--- config.mk ---
export PLATFORM = sky130hd
export DESIGN_NAME = wake_evt_ctrl
export DESIGN_NICKNAME = d
export VERILOG_FILES = /design/src/rtl/wake_pkg.sv /design/src/rtl/wake_sync_edge.sv /design/src/rtl/wake_status_bank.sv /design/src/rtl/wake_req_gen.sv /design/src/rtl/wake_evt_ctrl.sv
export SDC_FILE = /design/constraint.sdc
export NUM_CORES = 1
export LEC_CHECK = 0
export ABC_CLOCK_PERIOD_IN_PS = 1400
export BUFFER_PORTS_ARGS = -buffer_cell sky130_fd_sc_hd__buf_2
export CORE_MARGIN = 4
export CORE_UTILIZATION = 45
export DETAILED_ROUTE_END_ITERATION = 8
export PLACE_DENSITY = 0.66
export SLEW_MARGIN = 20
export SYNTH_ARGS = -nofsm -noshare
export SYNTH_HDL_FRONTEND = slang
export SYNTH_SLANG_ARGS = --single-unit
--- constraint.sdc ---
create_clock -name clk -period 1.4 [get_ports clk]
set_input_delay 0.21 -clock clk [delete_from_list [all_inputs] [get_ports clk]]
set_output_delay 0.21 -clock clk [all_outputs]
set_load 0.02 [all_outputs]
--- src/rtl/wake_pkg.sv ---
package wake_pkg;
  localparam int N_SRC  = 15;
  localparam int ST_W   = N_SRC + 1;
  localparam int DATA_W = 8;
  localparam int ADDR_W = 3;

  localparam logic [ADDR_W-1:0] A_ST_LO = 3'd0;
  localparam logic [ADDR_W-1:0] A_ST_HI = 3'd1;
  localparam logic [ADDR_W-1:0] A_EN_LO = 3'd2;
  localparam logic [ADDR_W-1:0] A_EN_HI = 3'd3;
  localparam logic [ADDR_W-1:0] A_CTRL  = 3'd4;

  localparam int B_GEN   = 0;
  localparam int B_DEV   = 1;
  localparam int B_ROUTE = 2;

  // 1 where the source is idle high and active on a falling edge
  localparam logic [N_SRC-1:0] FALL_MASK = 15'h3700;
  // status bits that own an enable bit (bit 15, SMI-seen, has none)
  localparam logic [ST_W-1:0]  EN_MASK   = 16'h7FFF;

  function automatic logic wake_request(
    input logic            gen,
    input logic            dev,
    input logic            route,
    input logic [ST_W-1:0] st,
    input logic [ST_W-1:0] en,
    input logic            smi_any
  );
    logic src_hit;
    src_hit = |(st & en & EN_MASK);
    return gen & (src_hit | (dev & route & smi_any));
  endfunction

  function automatic logic [ST_W-1:0] clear_vec(
    input logic              we,
    input logic [ADDR_W-1:0] a,
    input logic [DATA_W-1:0] d
  );
    logic [ST_W-1:0] v;
    v = '0;
    if (we && a == A_ST_LO) v[DATA_W-1:0]    = d;
    if (we && a == A_ST_HI) v[ST_W-1:DATA_W] = d;
    return v;
  endfunction
endpackage

--- src/rtl/wake_sync_edge.sv ---
module wake_sync_edge #(
  parameter int              W    = 15,
  parameter logic [W-1:0]    FALL = '0
) (
  input  logic         clk,
  input  logic         rst_n,
  input  logic [W-1:0] async_in,
  output logic [W-1:0] active_edge
);
  logic [W-1:0] s1_q, s2_q, s3_q;

  always_ff @(posedge clk or negedge rst_n) begin
    if (!rst_n) begin
      s1_q <= FALL;
      s2_q <= FALL;
      s3_q <= FALL;
    end else begin
      s1_q <= async_in;
      s2_q <= s1_q;
      s3_q <= s2_q;
    end
  end

  for (genvar i = 0; i < W; i++) begin : g_edge
    if (FALL[i]) begin : g_fall
      assign active_edge[i] = ~s2_q[i] & s3_q[i];
    end else begin : g_rise
      assign active_edge[i] = s2_q[i] & ~s3_q[i];
    end
  end
endmodule

--- src/rtl/wake_status_bank.sv ---
module wake_status_bank #(
  parameter int W = 16
) (
  input  logic         clk,
  input  logic         rst_n,
  input  logic [W-1:0] set_vec,
  input  logic [W-1:0] clr_vec,
  output logic [W-1:0] status_q
);
  always_ff @(posedge clk or negedge rst_n) begin
    if (!rst_n) status_q <= '0;
    else        status_q <= set_vec | (status_q & ~clr_vec);
  end
endmodule

--- src/rtl/wake_req_gen.sv ---
module wake_req_gen
  import wake_pkg::*;
#(
  parameter int SMI_W = 8
) (
  input  logic             clk,
  input  logic             rst_n,
  input  logic             gen,
  input  logic             dev,
  input  logic             route,
  input  logic [ST_W-1:0]  st,
  input  logic [ST_W-1:0]  en,
  input  logic [SMI_W-1:0] smi,
  output logic             pull_q
);
  always_ff @(posedge clk or negedge rst_n) begin
    if (!rst_n) pull_q <= 1'b0;
    else        pull_q <= wake_request(gen, dev, route, st, en, |smi);
  end
endmodule

--- src/rtl/wake_evt_ctrl.sv ---
module wake_evt_ctrl
  import wake_pkg::*;
#(
  parameter int SMI_W = 8
) (
  input  logic              clk,
  input  logic              rst_n,
  input  logic              ri1_n,
  input  logic              ri2_n,
  input  logic              ring_n,
  input  logic              ir_valid,
  input  logic              kb_clk,
  input  logic              ms_clk,
  input  logic              rtc_alarm,
  input  logic [7:0]        gpio_in,
  input  logic [SMI_W-1:0]  smi_pend,
  input  logic              wr_en,
  input  logic [ADDR_W-1:0] addr,
  input  logic [DATA_W-1:0] wr_data,
  output logic [DATA_W-1:0] rd_data,
  output logic              wake_pull
);
  logic [N_SRC-1:0] raw_src;
  logic [N_SRC-1:0] src_edge;
  logic [ST_W-1:0]  evt_set;
  logic [ST_W-1:0]  clr_mask;
  logic [ST_W-1:0]  status_q;
  logic [ST_W-1:0]  enable_q;
  logic             gen_en_q, dev_en_q, route_q;
  logic             smi_prev_q;
  logic             smi_rise;

  assign raw_src = {rtc_alarm, ms_clk, kb_clk, ir_valid, ring_n, ri2_n, ri1_n, gpio_in};

  wake_sync_edge #(.W(N_SRC), .FALL(FALL_MASK)) u_sync (
    .clk(clk), .rst_n(rst_n), .async_in(raw_src), .active_edge(src_edge)
  );

  always_ff @(posedge clk or negedge rst_n) begin
    if (!rst_n) smi_prev_q <= 1'b0;
    else        smi_prev_q <= |smi_pend;
  end
  assign smi_rise = (|smi_pend) & ~smi_prev_q;

  assign evt_set  = {smi_rise, src_edge};
  assign clr_mask = clear_vec(wr_en, addr, wr_data);

  wake_status_bank #(.W(ST_W)) u_status (
    .clk(clk), .rst_n(rst_n), .set_vec(evt_set), .clr_vec(clr_mask), .status_q(status_q)
  );

  always_ff @(posedge clk or negedge rst_n) begin
    if (!rst_n) begin
      enable_q <= '0;
      gen_en_q <= 1'b0;
      dev_en_q <= 1'b0;
      route_q  <= 1'b0;
    end else if (wr_en) begin
      unique case (addr)
        A_EN_LO: enable_q[DATA_W-1:0]    <= wr_data & EN_MASK[DATA_W-1:0];
        A_EN_HI: enable_q[ST_W-1:DATA_W] <= wr_data & EN_MASK[ST_W-1:DATA_W];
        A_CTRL: begin
          gen_en_q <= wr_data[B_GEN];
          dev_en_q <= wr_data[B_DEV];
          route_q  <= wr_data[B_ROUTE];
        end
        default: ;
      endcase
    end
  end

  always_comb begin
    rd_data = '0;
    unique case (addr)
      A_ST_LO: rd_data = status_q[DATA_W-1:0];
      A_ST_HI: rd_data = status_q[ST_W-1:DATA_W];
      A_EN_LO: rd_data = enable_q[DATA_W-1:0];
      A_EN_HI: rd_data = enable_q[ST_W-1:DATA_W];
      A_CTRL:  rd_data = {5'b0, route_q, dev_en_q, gen_en_q};
      default: rd_data = '0;
    endcase
  end

  wake_req_gen #(.SMI_W(SMI_W)) u_req (
    .clk(clk), .rst_n(rst_n), .gen(gen_en_q), .dev(dev_en_q), .route(route_q),
    .st(status_q), .en(enable_q), .smi(smi_pend), .pull_q(wake_pull)
  );
endmodule

* After elaboration in Yosys (flattened, before gate mapping)
Cells that the tools add are included.
Word-level totals: register bits 81, input port bits 37, output and inout bits 9, logic and storage cells 66
Cells by class: eq/ne operators 4, mux-type cells 3, bitwise gates (word level) 40, reductions and logical operators 8
Operators by type and width (number):
- 8-bit one-hot mux with 5 select lines | 1
- 1-bit bitwise AND | 19
- 16-bit bitwise AND | 1
- 8-bit two-way mux | 2
- 1-bit inverter | 16
- 16-bit inverter | 1
- 16-bit bitwise OR | 1
- 15-bit bitwise AND | 1
- 15-bit OR reduction | 1
- 8-bit OR reduction | 1
- 3-bit by 2-bit equality test with 1-bit output (second input constant) | 2
- 2-bit AND reduction | 3
- 3-bit by 1-bit equality test with 1-bit output (second input constant) | 1
- 3-bit equality test (second input constant) | 1
- 3-bit zero test | 1
- 1-bit logical AND | 2
- 1-bit bitwise OR | 1

* Longest topological paths before layout
Gate-level depths: netlist (run 1).
depth in word-level cells 6, mapped depth 5

* By module
Synthesis (run 1) repeated with hierarchy kept, for this count alone.
Second synthesis, totals: cell total of the unflattened synthesis 222, area total of the unflattened synthesis 3249.4 um2
By module, submodules not included:
- wake_sync_edge | times used 1, cells each 60, area each 1351.3 um2, sequential area each 1144.8 um2
- wake_evt_ctrl | times used 1, cells each 99, area each 1196.1 um2, sequential area each 475.5 um2
- wake_status_bank | times used 1, cells each 48, area each 580.6 um2, sequential area each 400.4 um2
- wake_req_gen | times used 1, cells each 15, area each 121.4 um2, sequential area each 25.0 um2

* Worst setup path after synthesis (run 1)
Ideal clock, no wire load.
path kind input port to output port, start point in addr[1], end point out rd_data[0], data arrival time 1161 ps, path slack 29 ps, stages 5, buffers on the path 2, cells stage by stage buf_6 > buf_12 > mux4_1 > inv_1 > o21ai_0
On the way: longest elaborated chain between the ends 2, elaborated cells on any way between the ends 6
Ends and longest elaborated chain:
- from (decl) | line wake_evt_ctrl.sv:18 | input logic [ADDR_W-1:0] addr,
- 3-bit equality test (tied with other cells) | line wake_evt_ctrl.sv:74 | unique case (addr)
- 8-bit one-hot mux with 5 select lines (*) | line wake_evt_ctrl.sv:74
- to (decl) | line wake_evt_ctrl.sv:20 | output logic [DATA_W-1:0] rd_data,
Every way passes the cells marked *; elsewhere a longest branch is shown, timed or not.

* Worst setup path in the final report (run 1)
start point reg enable_q[8], end point out rd_data[0]
On the way: longest elaborated chain between the ends 1
Ends and longest elaborated chain:
- from (decl) | line wake_evt_ctrl.sv:28 | logic [ST_W-1:0] enable_q;
- from (signal, indexed assignment) | line wake_evt_ctrl.sv:60 | A_EN_LO: enable_q[DATA_W-1:0] <= wr_data & EN_MASK[DATA_W-1:0];
- from (signal, indexed assignment) | line wake_evt_ctrl.sv:61 | A_EN_HI: enable_q[ST_W-1:DATA_W] <= wr_data & EN_MASK[ST_W-1:DATA_W];
- 8-bit one-hot mux with 5 select lines | line wake_evt_ctrl.sv:74
Every way passes these cells.

==> results of run 1 <==
## layout make-up
class | count | share of cell area
Timing Repair Buffer | 106 | 0.200
Multi-Input combinational cell | 97 | 0.213
Tap cell | 77 | 0.0236
Clock inverter | 5 | 0.00952
Clock buffer | 11 | 0.0372
Inverter | 16 | 0.0147
Sequential cell | 81 | 0.502
## power by group through the flow
stage	sequential [W]	combinational [W]	clock, W
6_report	0.00270	0.000897	0.00158
5_1_grt	0.00273	0.000974	0.00175
4_1_cts	0.00270	0.000860	0.00163
3_5_place_dp	0.00275	0.000671	0
3_3_place_gp	0.00274	0.000657	0
2_1_floorplan	0.00272	0.000361	0
## through the flow
step           instance area (µm²)  utilization
2_1_floorplan                 3020            -
3_3_place_gp                  3550        0.553
3_5_place_dp                  3550        0.553
4_1_cts                       4040        0.628
5_1_grt                       4070        0.634
6_report                      4070        0.634
## worst max-delay path: cells and delay by family (launching register included)
kind                   cells  cell delay (ns)
AOI/OAI and AO/OA          1             0.05
buffers and inverters      2             0.21
DFF                        1             0.39
muxes                      1             0.48
## state kept, by name (all words and copies together), names as in the netlist
| register | count |
|---|---|
| u_status.status_q | 16 |
| enable_q | 15 |
| u_sync.s1_q | 15 |
| u_sync.s2_q | 15 |
| u_sync.s3_q | 15 |
| dev_en_q | 1 |
| gen_en_q | 1 |
| route_q | 1 |
| smi_prev_q | 1 |
| u_req.pull_q | 1 |
## synth_stat cells (2+ instances only)
master,number,area (µm²)
o22ai_1,2,12.5
a2bb2oi_1,2,17.5
nand2_1,18,67.6
mux2_2,18,203
inv_1,16,60.1
nor4_1,2,12.5
buf_2,3,15.0
nand3_1,2,10.0
nor2b_1,5,31.3
mux4_1,5,131
dfrtp_1,66,1650
a22o_1,15,131
nor2_1,2,7.51
mux2i_1,5,50.1
dfstp_2,15,394
a22oi_1,6,45.0
a21oi_1,2,10.0
## worst paths after layout
check                                         start                         to  slack (ns)  cells past startpoint
hold reg to reg            u_sync.s1_q[4]$_DFF_PN0_   u_sync.s2_q[4]$_DFF_PN0_        0.35                      0
min in group asynchronous                     rst_n  u_sync.s1_q[14]$_DFF_PN0_        0.32                      2
max in group asynchronous                     rst_n   u_sync.s3_q[8]$_DFF_PN1_        0.53                      3
hold / removal                          smi_pend[7]       smi_prev_q$_DFF_PN0_        0.09                      3
setup reg to reg            enable_q[8]$_DFFE_PN0P_     u_req.pull_q$_DFF_PN0_       -0.19                      5
setup / recovery            enable_q[8]$_DFFE_PN0P_                 rd_data[0]       -0.28                      4
## timing repair
| action | in CTS | in global routing |
|---|---|---|
| pin swaps | 5 | 1 |
| endpoints found under the setup margin | 9 | 9 |
| buffers inserted | 14 | 3 |
| hold buffers | 16 | 0 |
| gates resized for setup | 22 | 6 |
| endpoints found under the hold margin | 37 | 0 |
## cells by family (layout without fill, tap and decap cells)
| kind of cell | after synthesis | in the layout | share of synthesized area |
|---|---|---|---|
| DFF | 81 | 81 | 0.678 |
| and+or+nand+nor | 37 | 37 | 0.0718 |
| AOI/OAI and AO/OA | 32 | 32 | 0.0846 |
| muxes | 28 | 28 | 0.127 |
| buffers and inverters | 22 | 138 | 0.0378 |
## layer usage
layer  GRT usage  up-vias  wire length (µm)
met1       0.209      979              2700
met2       0.268       52              2940
met3      0.0459       13               295
li1            -      931                 -
met4      0.0842        0               156
met5           0        -                 0
==> metrics.md, run 1 <==
| Metric | Value |
|---|---|
| Vias in the first global route | 2166 |
| EDFF count, synth | 0 |
| Clock power share | 0.305 |
| # DRC | 0 |
| Crit-path max FO | 2 |
| Hpwl dp | 4200 µm |
| Fraction of registers with async set/reset | 1.00 |
| Wire per inst | 15.5 µm |
| Mapped Area | 3020 µm² |
| Fin crit period | 1.68 ns |
| Period utilization | 1.20 |
| DRT iter0 DRCs | 69 |
| Most common cell after layout, fill and taps aside | dfrtp_1 |
| Outcome | finished with violations |
| Final std cells w/o fill | 393 |
| Post-Route WL | 6090 µm |
| WS Path Type | flip-flop to output pin |
| Placer Congestion | 0.763 |
| N_diodes | 0 |
| Fin nets | 348 |
| Rows | 29 |
| Fillcell total | 505 |
| Max Root-Sink Buffers | 2 |
| DIE AREA | 8070 µm² |
| Total clock buffers created by CTS | 9 |
| Total power | 0.00517 W |
| Max Slew Vio Count | 0 |
| Vias | 1975 |
| Sw frac | 0.253 |
| Largest net degree at the start of global routing | 32 |
| CP endpoint kind | output pin |
| Post-Syn Instances | 200 |
| Clk Latency, worst-skew pair | 0.35 ns |
| ANT nets after route | 0 |
| Chip Height | 89.9 µm |
| Final setup violation count | 9 |
| Total GRT Usage | 0.167 |
| Internal cell power | 0.00386 W |
| Worst slack, placed | -0.164 ns |
| Worst slew margin | 0.692 |
| Top_reg_cell synth | dfrtp_1 |
| Comb pwr share | 0.174 |
| Die extent in x | 89.9 µm |
| Share of cells above drive strength 1 | 0.481 |
| Worst slew pin tran | 0.458 ns |
| H-tree Lvls | 3 |
| Reg power frac | 0.522 |
| Initial core utilization | 0.470 |
| Commonest non-fill, non-tap cells in the layout | dfrtp_1 (66), buf_4 (45), buf_2 (36) |
| Clk pin slew, worst setup/hold paths | 0.08 ns |
| FF+latch area | 2050 µm² |
| Grt ovf | 0 |
| Syn Area/Cell | 15.1 µm² |
| Setup tns final | -1.90 ns |
| Initial antenna violation count | 0 |
| Max_cap viols | 0 |
| Area Growth Syn to Fin | 35.1% |
| First-pass GRT wire length | 10500 µm |
| I/O Pins | 46 |
| CTS sink count | 81 |
| Yosys warns | 0 |
| Worst Slack Setup Final | -0.283 ns |
| Failing checks | negative setup slack |
| Worst Setup Start Kind | flip-flop |
| Register bit count reported by yosys | 81 |
| Multi-input logic area | 867 µm² |
| Synthesized net count | 237 |
| RSZ-0062 raised after global routing | yes |
| Peak VDD IR | 0.614 mV |
| Initial DRT Pass Iterations | 5 |
| Crit path max-delay cell type | mux4_2 |
| Worst hold slack | 0.0859 ns |
| IO Port Bufs | 45 |
| Crit path cell chain | mux4_2, inv_2, o21ai_1, buf_4 |
| Synth cell types | 33 |
| Cells after DPL | 345 |
| Crit path largest cell delay | 0.48 ns |
| Sequential fraction of the synthesis area | 0.678 |
| CTS tree | done |
| Worst Skew | 0.00665 ns |
| Worst Hold Class | input pin to flip-flop |
| Required time of the critical path | 1.19 ns |
| Root buffer cell | clkbuf_8 |
| Switching pwr | 0.00131 W |
| Power per standard cell area | 1270 nW/µm² |
| Via density | 5.03 |
| Max Fclk | 594 MHz |
| Final Hold Viols | 0 |
| Leakage power | 1.93 nW |
| Worst Path Arrival | 1.47 ns |
| Core Box Area | 6420 µm² |
Power figures use the tool's default switching activity.
==> run 2, diff against run 1 <==
Settings changed: CORE_ASPECT_RATIO from default to 2, PLACE_DENSITY 0.66 to 0.69.
==> metrics.md, run 2 (synthesized netlist as in run 1, its figures left out) <==
| Metric | Value |
|---|---|
| CP Launch Point | u_status.status_q[4]$_DFF_PN0_ (was enable_q[8]$_DFFE_PN0P_) |
| Worst Hold Class | input pin to flip-flop (unchanged) |
| Total clock buffers created by CTS | 9 (unchanged) |
| Final setup violation count | 9 (unchanged) |
| CP endpoint kind | output pin (unchanged) |
| Max Root-Sink Buffers | 2 (unchanged) |
| Leakage power | 1.96 nW (was 1.93 nW) |
| Worst slew margin | 0.696 (was 0.692) |
| Max Fclk | 596 MHz (was 594 MHz) |
| Final Hold Viols | 0 (unchanged) |
| Failing checks | negative setup slack (unchanged) |
| Largest Register | u_status.status_q (unchanged) |
| CTS tree | done (unchanged) |
| Wire per inst | 15.7 µm (was 15.5 µm) |
| Initial DRT Pass Iterations | 4 (was 5) |
| N_diodes | 0 (unchanged) |
| Worst slew pin tran | 0.452 ns (was 0.458 ns) |
| Power per standard cell area | 1430 nW/µm² (was 1270 nW/µm²) |
| Sw frac | 0.227 (was 0.253) |
| Commonest non-fill, non-tap cells in the layout | dfrtp_1 (66), buf_4 (45), buf_2 (37) (was dfrtp_1 (66), buf_4 (45), buf_2 (36)) |
| Rows | 42 (was 29) |
| Crit path to | rd_data[4] (was rd_data[0]) |
| Final std cells w/o fill | 404 (was 393) |
| Crit path largest cell delay | 0.45 ns (was 0.48 ns) |
| Reg power frac | 0.451 (was 0.522) |
| Outcome | finished with violations (unchanged) |
| Grt ovf | 0 (unchanged) |
| Worst Slack Setup Final | -0.278 ns (was -0.283 ns) |
| Worst Skew | 0.00560 ns (was 0.00665 ns) |
| Cells after DPL | 355 (was 345) |
| Clk pin slew, worst setup/hold paths | 0.06 ns (was 0.08 ns) |
| H-tree Lvls | 3 (unchanged) |
| Switching pwr | 0.00136 W (was 0.00131 W) |
| Root buffer cell | clkbuf_16 (was clkbuf_8) |
| Chip Height | 124 µm (was 89.9 µm) |
| Worst reg2reg setup slack | -0.12 ns (was -0.19 ns) |
| Initial core utilization | 0.459 (was 0.470) |
| CTS sink count | 81 (unchanged) |
| DRT iter0 DRCs | 43 (was 69) |
| Placed inst area | 3530 µm² (was 3550 µm²) |
| Post-Route WL | 6350 µm (was 6090 µm) |
| Via density | 5.05 (was 5.03) |
| First-pass GRT wire length | 10500 µm (about the same) |
| Vias | 2039 (was 1975) |
| FF-to-FF Start | u_status.status_q[0]$_DFF_PN0_ (was enable_q[8]$_DFFE_PN0P_) |
| R2R Path End | u_req.pull_q$_DFF_PN0_ (unchanged) |
| R2R cell count | 6 (was 5) |
| Final instance area | 4200 µm² (was 4070 µm²) |
| RSZ-0062 raised after global routing | yes (unchanged) |
| Crit path max-delay cell type | mux4_2 (unchanged) |
| Crit path cell chain | mux4_2, nor2b_1, buf_4 (was mux4_2, inv_2, o21ai_1, buf_4) |
| Total power | 0.00600 W (was 0.00517 W) |
| Die extent in x | 65.9 µm (was 89.9 µm) |
| Max Slew Vio Count | 0 (unchanged) |
| Max reg flops | 16 (unchanged) |
| Total GRT Usage | 0.176 (was 0.167) |
| Hpwl dp | 4320 µm (was 4200 µm) |
| Peak VDD IR | 0.992 mV (was 0.614 mV) |
| Vias in the first global route | 2171 (was 2166) |
| Crit-path max FO | 2 (unchanged) |
| Fin nets | 348 (unchanged) |
| Area Growth Syn to Fin | 39.3% (was 35.1%) |
| Comb pwr share | 0.151 (was 0.174) |
| Period utilization | 1.20 (about the same) |
| Share of cells above drive strength 1 | 0.491 (was 0.481) |
| IO Port Bufs | 45 (unchanged) |
| DIE AREA | 8150 µm² (was 8070 µm²) |
| Internal cell power | 0.00464 W (was 0.00386 W) |
| ANT nets after route | 0 (unchanged) |
| Placer Congestion | 0.840 (was 0.763) |
| I/O Pins | 46 (unchanged) |
| Largest net degree at the start of global routing | 28 (was 32) |
| WS Path Type | flip-flop to output pin (unchanged) |
| Worst Path Arrival | 1.47 ns (about the same) |
| Clock power share | 0.398 (was 0.305) |
| Clk Latency, worst-skew pair | 0.33 ns (was 0.35 ns) |
| Worst Setup Start Kind | flip-flop (unchanged) |
| Initial antenna violation count | 0 (unchanged) |
| Fin crit period | 1.68 ns (about the same) |
| Core Box Area | 6570 µm² (was 6420 µm²) |
| Required time of the critical path | 1.19 ns (about the same) |
| Most common cell after layout, fill and taps aside | dfrtp_1 (unchanged) |
| Max_cap viols | 0 (unchanged) |
| # DRC | 0 (unchanged) |
[run 2: how the worst min path moves through the flow]
| stage | startpoint | end | slack [ns] | cells past startpoint |
|---|---|---|---|---|
| floorplan | rst_n | dev_en_q$_DFFE_PN0P_ | -0.09 | 0 |
| global placement | rst_n | gen_en_q$_DFFE_PN0P_ | 0.14 | 1 |
| detailed placement | rst_n | gen_en_q$_DFFE_PN0P_ | 0.15 | 1 |
| CTS | smi_pend[6] | smi_prev_q$_DFF_PN0_ | 0.09 | 3 |
| global route | smi_pend[6] | smi_prev_q$_DFF_PN0_ | 0.12 | 3 |
| finish | smi_pend[6] | smi_prev_q$_DFF_PN0_ | 0.09 | 3 |
[run 2: worst max-delay path, delay by kind of cell (launching register included)]
kind                   cells  cell delay, ns
muxes                      1            0.45
and+or+nand+nor            1            0.14
DFF                        1            0.39
buffers and inverters      1            0.16
[run 2: final cells by class]
class                      count  area (µm²)
clock inverter                 4        50.0
sequential                    81        2050
fill                         487        2370
timing repair buffer         106         791
multi-input combinational     97         877
clock buffer                  12         267
inverter                      16        60.1
tap                           88         110
[run 2: repair_timing]
item | CTS | global route
resized for setup | 19 | 10
endpoints found under the hold margin | 32 | 0
pin swaps | 4 | 3
setup buffers | 14 | 3
endpoints found under the setup margin | 9 | 9
hold buffers | 16 | 0
[run 2: metal layers]
metal	vias to the layer above	global-route usage	routed length (µm)
met5	-	0	0
met4	0	0.0922	235
met3	22	0.0442	290
met2	61	0.297	3350
met1	1019	0.204	2480
li1	937	-	-
[run 2: metrics by stage]
step / setup TNS (ns) / util / hold slack (ns) / worst slack, ns
after global routing: -2.25 / 0.639 / 0.121 / -0.319
after detailed placement: -2.32 / 0.538 / 0.146 / -0.146
after CTS: -1.93 / 0.630 / 0.0900 / -0.283
after floorplan: 0 / - / -0.0856 / 0.0291
after global placement: -1.42 / 0.538 / 0.143 / -0.128
final: -1.82 / 0.639 / 0.0938 / -0.278
[run 2: power by group through the flow]
| stage | Sequential [W] | Combinational, W | Clock, W |
|---|---|---|---|
| after floorplan | 0.00272 | 0.000361 | 0 |
| after global placement | 0.00274 | 0.000654 | 0 |
| after detailed placement | 0.00275 | 0.000672 | 0 |
| after CTS | 0.00270 | 0.000869 | 0.00244 |
| after global routing | 0.00273 | 0.000982 | 0.00255 |
| final | 0.00271 | 0.000906 | 0.00238 |
==> run 3, diff against run 2 <==
--- a/config.mk
+++ b/config.mk
@@ -12,7 +12,8 @@
 export CORE_UTILIZATION = 45
 export DETAILED_ROUTE_END_ITERATION = 8
-export PLACE_DENSITY = 0.69
+export PLACE_DENSITY = 0.68
 export SLEW_MARGIN = 20
 export SYNTH_ARGS = -nofsm -noshare
 export SYNTH_HDL_FRONTEND = slang
+export SYNTH_HIERARCHICAL = 1
 export SYNTH_SLANG_ARGS = --single-unit
==> constraint.sdc (replaced) <==
create_clock -name clk -period 1.4 [get_ports clk]
set_input_delay 0.28 -clock clk [delete_from_list [all_inputs] [get_ports clk]]
set_output_delay 0.28 -clock clk [all_outputs]
set_load 0.02 [all_outputs]
==> metrics.md, run 3 <==
| Metric | Value |
|---|---|
| Placed inst area | 3760 µm² (was 3530 µm²) |
| Crit path max-delay cell type | mux4_2 (unchanged) |
| FF-to-FF Start | u_status/status_q[5]$_DFF_PN0_ (was u_status.status_q[0]$_DFF_PN0_) |
| Internal cell power | 0.00459 W (was 0.00464 W) |
| First-pass GRT wire length | 10700 µm (was 10500 µm) |
| Worst slew pin tran | 0.456 ns (was 0.452 ns) |
| Worst reg2reg setup slack | -0.11 ns (was -0.12 ns) |
| Initial DRT Pass Iterations | 4 (unchanged) |
| Peak VDD IR | 0.996 mV (was 0.992 mV) |
| CP endpoint kind | output pin (unchanged) |
| Crit path largest cell delay | 0.47 ns (was 0.45 ns) |
| Min-delay src | ring_n (was smi_pend[6]) |
| Vias | 2032 (was 2039) |
| Worst hold slack | 0.0412 ns (was 0.0938 ns) |
| Crit-path max FO | 2 (unchanged) |
| Worst Skew | 0.00659 ns (was 0.00560 ns) |
| Worst path bufs/invs | 1 (unchanged) |
| Max reg flops | 16 (unchanged) |
| Required time of the critical path | 1.12 ns (was 1.19 ns) |
| Sw frac | 0.235 (was 0.227) |
| Root buffer cell | clkbuf_16 (unchanged) |
| Period utilization | 1.25 (was 1.20) |
| Fin nets | 354 (was 348) |
| DRT iter0 DRCs | 66 (was 43) |
| Clock power share | 0.389 (was 0.398) |
| Final instance area | 4310 µm² (was 4200 µm²) |
| Post-Route WL | 6400 µm (was 6350 µm) |
| Placer Congestion | 0.825 (was 0.840) |
| Largest Register | u_status/status_q (was u_status.status_q) |
| Clk Latency, worst-skew pair | 0.33 ns (about the same) |
| Syn Area/Cell | 14.7 µm² (was 15.1 µm²) |
| # DRC | 0 (unchanged) |
| Total GRT Usage | 0.170 (was 0.176) |
| Max Fclk | 569 MHz (was 596 MHz) |
| Die extent in x | 68.1 µm (was 65.9 µm) |
| Vias in the first global route | 2198 (was 2171) |
| H-tree Lvls | 3 (unchanged) |
| DIE AREA | 8720 µm² (was 8150 µm²) |
| Core Box Area | 6990 µm² (was 6570 µm²) |
| Commonest non-fill, non-tap cells in the layout | dfrtp_1 (66), buf_4 (46), buf_2 (36) (was dfrtp_1 (66), buf_4 (45), buf_2 (37)) |
| Gate family responsible for the most delay along the worst path | multiplexers (unchanged) |
| Worst Hold Class | input pin to flip-flop (unchanged) |
| Chip Height | 128 µm (was 124 µm) |
| N_diodes | 0 (unchanged) |
| Grt ovf | 0 (unchanged) |
| IO Port Bufs | 45 (unchanged) |
| Outcome | finished with violations (unchanged) |
| Initial core utilization | 0.464 (was 0.459) |
| Wire per inst | 15.5 µm (was 15.7 µm) |
| Worst slew margin | 0.696 (about the same) |
| Fillcell total | 542 (was 487) |
| Via density | 4.93 (was 5.05) |
| CTS tree | done (unchanged) |
| Comb pwr share | 0.159 (was 0.151) |
| Max Root-Sink Buffers | 2 (unchanged) |
| Crit path cell chain | mux4_2, nor2b_4, buf_6 (was mux4_2, nor2b_1, buf_4) |
| Largest net degree at the start of global routing | 29 (was 28) |
| Initial antenna violation count | 0 (unchanged) |
| Area Growth Syn to Fin | 32.7% (was 39.3%) |
| CP Launch Point | u_status/status_q[3]$_DFF_PN0_ (was u_status.status_q[4]$_DFF_PN0_) |
| Max Slew Vio Count | 0 (unchanged) |
| Rows | 43 (was 42) |
| Mapped Area | 3250 µm² (was 3020 µm²) |
| Reg power frac | 0.451 (about the same) |
| Leakage power | 1.94 nW (was 1.96 nW) |
| Max_cap viols | 0 (unchanged) |
| ANT nets after route | 0 (unchanged) |
| Clk pin slew, worst setup/hold paths | 0.06 ns (about the same) |
| Synthesized net count | 258 (was 237) |
| Post-Syn Instances | 221 (was 200) |
| Fin crit period | 1.76 ns (was 1.68 ns) |
| Final setup violation count | 9 (unchanged) |
| Total clock buffers created by CTS | 9 (unchanged) |
| Yosys warns | 6 (was 0) |
| Share of cells above drive strength 1 | 0.531 (was 0.491) |
| I/O Pins | 46 (unchanged) |
| Power per standard cell area | 1390 nW/µm² (was 1430 nW/µm²) |
| Worst Slack Setup Final | -0.356 ns (was -0.278 ns) |
| Worst Path Arrival | 1.48 ns (was 1.47 ns) |
| Worst Setup Start Kind | flip-flop (unchanged) |
| Hpwl dp | 4500 µm (was 4320 µm) |
| Failing checks | negative setup slack (unchanged) |
| CTS sink count | 81 (unchanged) |
| RSZ-0062 raised after global routing | yes (unchanged) |
| WS Path Type | flip-flop to output pin (unchanged) |
| Most common cell after layout, fill and taps aside | dfrtp_1 (unchanged) |
| Switching pwr | 0.00141 W (was 0.00136 W) |
| Final Hold Viols | 0 (unchanged) |
-- run 3: cell types whose count changed in the layout (fill, tap and decap cells not counted), sizes merged, moves of 15 or more --
cell and change:
a21o +15, nor2b +16, nand2 -16, a22o -15, and2 +16, dlygate4sd3 -15
-- run 3: layout make-up --
type	count	area [µm²]	area share
flip-flops and latches	81	2050	0.475
multi-input cells	118	1150	0.266
repair buffers	91	634	0.147
clock buffers	10	239	0.0555
well taps	90	113	0.0261
clock inverters	6	67.6	0.0157
inverters	16	60.1	0.0139
-- run 3: worst paths after layout --
| kind | to | cells after the start |
|---|---|---|
| min | u_sync/s1_q[10]$_DFF_PN1_ | 1 |
| max reg2reg | u_req/pull_q$_DFF_PN0_ | 5 |
| max | rd_data[3] | 3 |
| max in group asynchronous | u_sync/s2_q[10]$_DFF_PN1_ | 3 |
| min in group asynchronous | u_sync/s3_q[5]$_DFF_PN0_ | 2 |
| min reg2reg | u_sync/s2_q[1]$_DFF_PN0_ | 0 |
-- run 3: routing by layer --
layer  vias to the layer above  GRT usage  wire length (µm)
met2                        45      0.281              3440
li1                        961          -                 -
met5                         -          0                 0
met3                        14     0.0333               271
met1                      1012      0.196              2490
met4                         0      0.102               199
-- run 3: power groups by stage --
stage / clock network [W] / logic (W) / registers [W]
6_report: 0.00234 / 0.000957 / 0.00271
3_3_place_gp: 0 / 0.000720 / 0.00275
2_1_floorplan: 0 / 0.000411 / 0.00274
5_1_grt: 0.00249 / 0.00104 / 0.00273
4_1_cts: 0.00239 / 0.000914 / 0.00271
3_5_place_dp: 0 / 0.000740 / 0.00276
-- run 3: repair_timing --
item / in CTS / in global routing
pin swaps: 7 / 5
setup endpoints to repair: 8 / 9
gates resized for setup: 21 / 7
setup buffers: 13 / 7
hold buffers: 1 / 0
hold endpoints to repair: 14 / 0
-- run 3: per-stage QoR --
stage | worst slack [ns] | utilization | setup TNS, ns | cells | total power, W
after CTS | -0.359 | 0.607 | -2.30 | 407 | 0.00601
after floorplan | -0.0909 | - | -0.182 | 221 | 0.00315
after global placement | -0.308 | 0.537 | -7.88 | 377 | 0.00347
after detailed placement | -0.341 | 0.537 | -9.20 | 377 | 0.00350
after global routing | -0.382 | 0.616 | -2.74 | 412 | 0.00627
final | -0.356 | 0.616 | -2.30 | 412 | 0.00600
